--- src/rtl/xbus_pkg.sv ---
package xbus_pkg;
  // Controller phases
  typedef enum logic [1:0] {
    ST_IDLE = 2'd0,
    ST_ACT  = 2'd1,
    ST_DONE = 2'd2
  } xbus_state_e;

  localparam int unsigned CT_W        = 4;          // cycle-time field width
  localparam int unsigned RDY_WAIT_W  = CT_W - 1;   // wait bits when ready enabled
  localparam int unsigned MODE_BIT    = CT_W - 1;   // ready mode select position
endpackage

--- src/rtl/xbus_rdy_sync.sv ---
module xbus_rdy_sync #(
  parameter int unsigned STAGES = 2
) (
  input  logic clk_i,
  input  logic rst_ni,
  input  logic d_i,
  output logic q_o
);
  logic [STAGES-1:0] chain_q;
  logic [STAGES-1:0] chain_d;

  generate
    for (genvar s = 0; s < STAGES; s++) begin : g_stage
      if (s == 0) begin : g_first
        assign chain_d[s] = d_i;
      end else begin : g_rest
        assign chain_d[s] = chain_q[s-1];
      end
    end
  endgenerate

  always_ff @(posedge clk_i or negedge rst_ni) begin
    if (!rst_ni) chain_q <= '0;
    else         chain_q <= chain_d;
  end

  assign q_o = chain_q[STAGES-1];
endmodule

--- src/rtl/xbus_rdy_path.sv ---
module xbus_rdy_path #(
  parameter int unsigned SYNC_STAGES = 2
) (
  input  logic clk_i,
  input  logic rst_ni,
  input  logic pin_i,
  input  logic pol_i,     // 1: high active, 0: low active
  input  logic async_i,   // 1: use synchronized path
  output logic act_o      // ready at active level, as seen by the sequencer
);
  logic pin_act;
  logic sync_act;

  // Convert to active-high before synchronizing so reset value means inactive
  assign pin_act = pol_i ? pin_i : ~pin_i;

  xbus_rdy_sync #(.STAGES(SYNC_STAGES)) u_sync (
    .clk_i  (clk_i),
    .rst_ni (rst_ni),
    .d_i    (pin_act),
    .q_o    (sync_act)
  );

  always_comb begin
    if (async_i) act_o = sync_act;
    else         act_o = pin_act;
  end
endmodule

--- src/rtl/xbus_wait_cnt.sv ---
module xbus_wait_cnt #(
  parameter int unsigned W = 4
) (
  input  logic         clk_i,
  input  logic         rst_ni,
  input  logic         load_i,
  input  logic [W-1:0] load_val_i,
  input  logic         dec_i,
  output logic         zero_o
);
  logic [W-1:0] cnt_q;
  logic [W-1:0] cnt_d;
  logic         cnt_en;

  assign cnt_en = load_i | dec_i;

  always_comb begin
    cnt_d = cnt_q;
    if (load_i)     cnt_d = load_val_i;
    else if (dec_i) cnt_d = cnt_q - 1'b1;
  end

  always_ff @(posedge clk_i or negedge rst_ni) begin
    if (!rst_ni)     cnt_q <= '0;
    else if (cnt_en) cnt_q <= cnt_d;
  end

  assign zero_o = (cnt_q == '0);
endmodule

--- src/rtl/xbus_wait_seq.sv ---
module xbus_wait_seq
  import xbus_pkg::*;
#(
  parameter int unsigned SYNC_STAGES = 2
) (
  input  logic            clk_i,
  input  logic            rst_ni,
  input  logic            start_i,
  input  logic            write_i,
  input  logic            rdy_en_i,
  input  logic            rdy_pol_i,
  input  logic [CT_W-1:0] cyc_time_i,
  input  logic            rdy_pin_i,
  output logic            rd_no,
  output logic            wr_no,
  output logic            busy_o,
  output logic            done_o
);
  xbus_state_e state_q, state_d;
  logic        rd_n_q, rd_n_d;
  logic        wr_n_q, wr_n_d;
  logic        cnt_load, cnt_dec, cnt_zero;
  logic [CT_W-1:0] wait_val;
  logic        rdy_act;

  // Wait count: full field without ready control, low bits with it
  always_comb begin
    if (rdy_en_i) wait_val = {{(CT_W-RDY_WAIT_W){1'b0}}, cyc_time_i[RDY_WAIT_W-1:0]};
    else          wait_val = cyc_time_i;
  end

  xbus_wait_cnt #(.W(CT_W)) u_cnt (
    .clk_i      (clk_i),
    .rst_ni     (rst_ni),
    .load_i     (cnt_load),
    .load_val_i (wait_val),
    .dec_i      (cnt_dec),
    .zero_o     (cnt_zero)
  );

  xbus_rdy_path #(.SYNC_STAGES(SYNC_STAGES)) u_rdy (
    .clk_i   (clk_i),
    .rst_ni  (rst_ni),
    .pin_i   (rdy_pin_i),
    .pol_i   (rdy_pol_i),
    .async_i (cyc_time_i[MODE_BIT]),
    .act_o   (rdy_act)
  );

  // Next-state logic
  always_comb begin
    state_d  = state_q;
    rd_n_d   = rd_n_q;
    wr_n_d   = wr_n_q;
    cnt_load = 1'b0;
    cnt_dec  = 1'b0;
    unique case (state_q)
      ST_IDLE: begin
        if (start_i) begin
          state_d  = ST_ACT;
          cnt_load = 1'b1;
          rd_n_d   = write_i;
          wr_n_d   = ~write_i;
        end
      end
      ST_ACT: begin
        if (!cnt_zero) begin
          cnt_dec = 1'b1;
        end else if (!rdy_en_i || rdy_act) begin
          state_d = ST_DONE;
          rd_n_d  = 1'b1;
          wr_n_d  = 1'b1;
        end
      end
      ST_DONE: begin
        state_d = ST_IDLE;
      end
      default: begin
        state_d = ST_IDLE;
        rd_n_d  = 1'b1;
        wr_n_d  = 1'b1;
      end
    endcase
  end

  // State registers
  always_ff @(posedge clk_i or negedge rst_ni) begin
    if (!rst_ni) begin
      state_q <= ST_IDLE;
      rd_n_q  <= 1'b1;
      wr_n_q  <= 1'b1;
    end else begin
      state_q <= state_d;
      rd_n_q  <= rd_n_d;
      wr_n_q  <= wr_n_d;
    end
  end

  assign rd_no  = rd_n_q;
  assign wr_no  = wr_n_q;
  assign busy_o = (state_q != ST_IDLE);
  assign done_o = (state_q == ST_DONE);
endmodule

--- config.mk ---
export PLATFORM = sky130hd
export DESIGN_NAME = xbus_wait_seq
export DESIGN_NICKNAME = d
export VERILOG_FILES = /design/src/rtl/xbus_pkg.sv /design/src/rtl/xbus_rdy_sync.sv /design/src/rtl/xbus_rdy_path.sv /design/src/rtl/xbus_wait_cnt.sv /design/src/rtl/xbus_wait_seq.sv
export SDC_FILE = /design/constraint.sdc
export NUM_CORES = 1
export LEC_CHECK = 0
export ABC_AREA = 1
export CAP_MARGIN = 25
export CORE_MARGIN = 4
export CORE_UTILIZATION = 30
export DETAILED_ROUTE_END_ITERATION = 10
export DONT_BUFFER_PORTS = 1
export GPL_TIMING_DRIVEN = 0
export HOLD_SLACK_MARGIN = 0.08
export MAX_ROUTING_LAYER = met4
export SYNTH_ARGS = -nofsm -noshare
export SYNTH_HDL_FRONTEND = slang
export SYNTH_SLANG_ARGS = --single-unit
--- constraint.sdc ---
create_clock -name clk_i -period 3.61 [get_ports clk_i]
set_clock_uncertainty 0.1 [all_clocks]
set_input_delay 0.5415 -clock clk_i [delete_from_list [all_inputs] [get_ports clk_i]]
set_output_delay 0.5415 -clock clk_i [all_outputs]
set_load 0.01 [all_outputs]
==> key figures <==
Run status
  – Outcome: finished, final reports clean

Cells and area
  – Syn-to-layout area delta: 12.8%
  – Number of antenna diodes: 0
  – Layout cell share with drive strength beyond 1: 0.247
  – Final core occ: 0.375
  – Final net count: between 90 and 100
  – Fill cells: 200
  – Register Area: around 250 um2
  – Area occupied by multi-input gates: a little under 300 um2

Hold path
  – Hold Path Class: register to register

STA
  – RSZ-0062 raised after global routing: no
  – Final setup viols: 0
  – Period utilization: 0.431
  – Fmax: 0.643 GHz
  – Worst slew margin: 0.689
  – Setup TNS Final: 0 ns
  – Crit path time final: 1.56 ns
  – Least-Margin Pin Slew: 0.465 ns
  – Slew Limit Fails: 0
  – Final hold violations: 0

Drt
  – Iteration-0 DRC Markers: 6
  – WL/cell: 10.5 um
  – Total number of vias: 508
  – DRC: 0
  – Detailed Routing Iterations Pass 1: 4
  – Routed WL: 1150 um
  – Vias per inst: approximately 4.6
  – Routed Antenna Nets: 0

Critical path
  – Worst path slowest cell: dfrtp_1
  – Worst R2R End: u_cnt.cnt_q[1]
  – Worst-case reg-to-reg path depth: 9
  – Peak per-stage delay on the critical path: 0.42 ns
  – R2r setup slk: 2.15 ns
  – Worst reg2reg path startpoint: u_cnt.cnt_q[1]
  – Crit path cell chain: nor2_1
  – Crit path DAT: 0.91 ns
  – CP Capture Type: primary output
  – Critical path depth: 1
  – Data required time of the worst path: about 3.0 ns
  – CP max FO: 4
  – Bufs and invs on worst path: 0
  – Crit path capture: done_o
  – CP startpoint: state_q[0]
  – Crit path kind: register to primary output
  – Startpoint Class: register
  – Crit-path leading delay family: flip-flops

Floorplanning
  – Die ar.: around 0.0028 mm2
  – Die Y-Extent: 52.9 um
  – CORE AREA: 0.00182 mm2
  – Row Count: 15
  – Ports: 15
  – Die width: 52.9 um
  – Initial Utilization: 0.332

Synth
  – Syn_area_per_cell: around 7.6 um2
  – Most common cell in the netlist: nand2_1
  – Post-synthesis cell count: 80
  – Post-synthesis net count: ~90
  – Cell Area, Synth: 604 um2
  – Sequential element share of the synthesized area: 0.418
  – Ys Warns: 0
  – Async set or reset register ratio after synthesis: 1.00
  – Number of enable flip-flop cells after synthesis: 0
  – Main synth FF type: dfrtp_1
  – Post-synth top cells: nand2_1, inv_1, dfrtp_1, nand3_1, nor2_1
  – Yosys reg bits: 10
  – Netlist cell types: 18
  – Synth top area cells: dfrtp_1, nand2_1, dfstp_2
  – Synth top area share: 0.331
  – Largest area contributor in the netlist: dfrtp_1

Clocking
  – H-Tree Depth: 1
  – Root Driver: clkbuf_4
  – Worst-path clk slew: 0.07 ns
  – Clock Tree Buf Depth: 2
  – Clock sinks: 10
  – Post-CTS Resized: 0
  – Cts bufs inserted: 3
  – Clock Latency Late Sink: between 0.2 and 0.3 ns
  – TritonCTS clock tree: yes

Power and ir drop
  – Static Leak: 0.363 nW
  – P_sw: 0.285 mW
  – Net Sw Frac: 0.452
  – Cell Pwr Density: 925 mW/mm2
  – Clock share of power: 0.159
  – Combinational power share: 0.509
  – Pwr Total: 0.631 mW
  – Reg power frac: 0.332
  – Worst VDD drop: 0.000267 V
  – Power Internal: 0.346 mW

Global route
  – First-pass GRT wire length: 1930 um
  – Vias in the first global route: 461
  – Grt ovf: 0
  – Initial antenna violation count: 0
  – GRT Total Usage: 0.100
  – Largest net degree at the start of global routing: 11

Placement
  – Post-DP HPWL: 921 um
  – RD Place Congestion: 0.764
  – Port-buffer cells: 0

Run
  – Max-cap violations: 0
[cell type report]
cell class,instances,area share
clock buffers,4,0.0532
flip-flops and latches,10,0.371
well taps,25,0.0459
multi-input cells,57,0.437
repair buffers,1,0.0147
inverters,13,0.0789
[state kept, by name, indices dropped and copies added (netlist names)]
name,count
rd_no,1
u_cnt.cnt_q,4
state_q,2
wr_no,1
u_rdy.u_sync.chain_q,2
[cells in the final DEF, fill, tap and decap left out, types with 2 or more instances in the layout]
| master | Yosys | final |
|---|---|---|
| clkbuf_4 | 0 | 3 |
| dfstp_2 | 2 | 2 |
| nand2_1 | 27 | 27 |
| dfrtp_1 | 8 | 8 |
| nand4_1 | 3 | 3 |
| inv_1 | 9 | 9 |
| nand2_4 | 3 | 3 |
| nor2_1 | 4 | 4 |
| inv_2 | 3 | 3 |
| o21ai_2 | 2 | 2 |
| nand2_2 | 2 | 2 |
| nand3_1 | 8 | 8 |
| nor2_2 | 3 | 3 |
[stage by stage]
| step | instances | instance area [um2] | setup slack, ns | hold slack, ns |
|---|---|---|---|---|
| finish | 110 | 682 | 2.05 | 0.253 |
| global route | 110 | 682 | 1.99 | 0.272 |
| CTS | 110 | 682 | 2.03 | 0.257 |
| detailed placement | 105 | 636 | 2.16 | 0.146 |
| global placement | 105 | 636 | 2.20 | 0.146 |
| floorplan | 80 | 604 | 2.29 | 0.146 |
[layer usage]
metal	track usage	share of wire	routed length, um
met3	0.0620	0.12	139
met4	0.0383	0.012	14
met5	-	0	0
met1	0.113	0.43	496
met2	0.143	0.44	503
[cell families (layout without fill, tap and decap cells)]
| family | count (synthesis) | after routing | share of synthesized area |
|---|---|---|---|
| AOI/OAI and AO/OA | 3 | 3 | 0.0373 |
| adders and majority gates | 1 | 1 | 0.0207 |
| buffers and inverters | 13 | 18 | 0.0890 |
| DFF | 10 | 10 | 0.418 |
| and+or+nand+nor | 53 | 53 | 0.435 |
[power by group through the flow]
stage | logic, mW | clock network [mW] | registers, mW
after global placement | 0.309 | 0 | 0.210
after CTS | 0.325 | 0.105 | 0.211
after detailed placement | 0.322 | 0 | 0.212
final | 0.321 | 0.100 | 0.210
after floorplan | 0.274 | 0 | 0.205
after global routing | 0.373 | 0.112 | 0.215
[worst min-delay path by stage]
stage	from	endpoint	slack, ns	depth (start not counted)
after floorplan	rst_ni	state_q[0]	0.15	0
after global placement	rst_ni	u_cnt.cnt_q[2]	0.15	0
after detailed placement	rst_ni	u_cnt.cnt_q[2]	0.15	0
after CTS	u_rdy.u_sync.chain_q[0]	u_rdy.u_sync.chain_q[1]	0.26	0
after global routing	u_rdy.u_sync.chain_q[0]	u_rdy.u_sync.chain_q[1]	0.27	0
final	u_rdy.u_sync.chain_q[0]	u_rdy.u_sync.chain_q[1]	0.25	0
[timing repair]
| action | CTS | global route |
|---|---|---|
| buffers inserted | 0 | 0 |
| hold endpoints to repair | 10 | 0 |
| hold buffers | 1 | 0 |
Power figures use the tool's default switching activity.
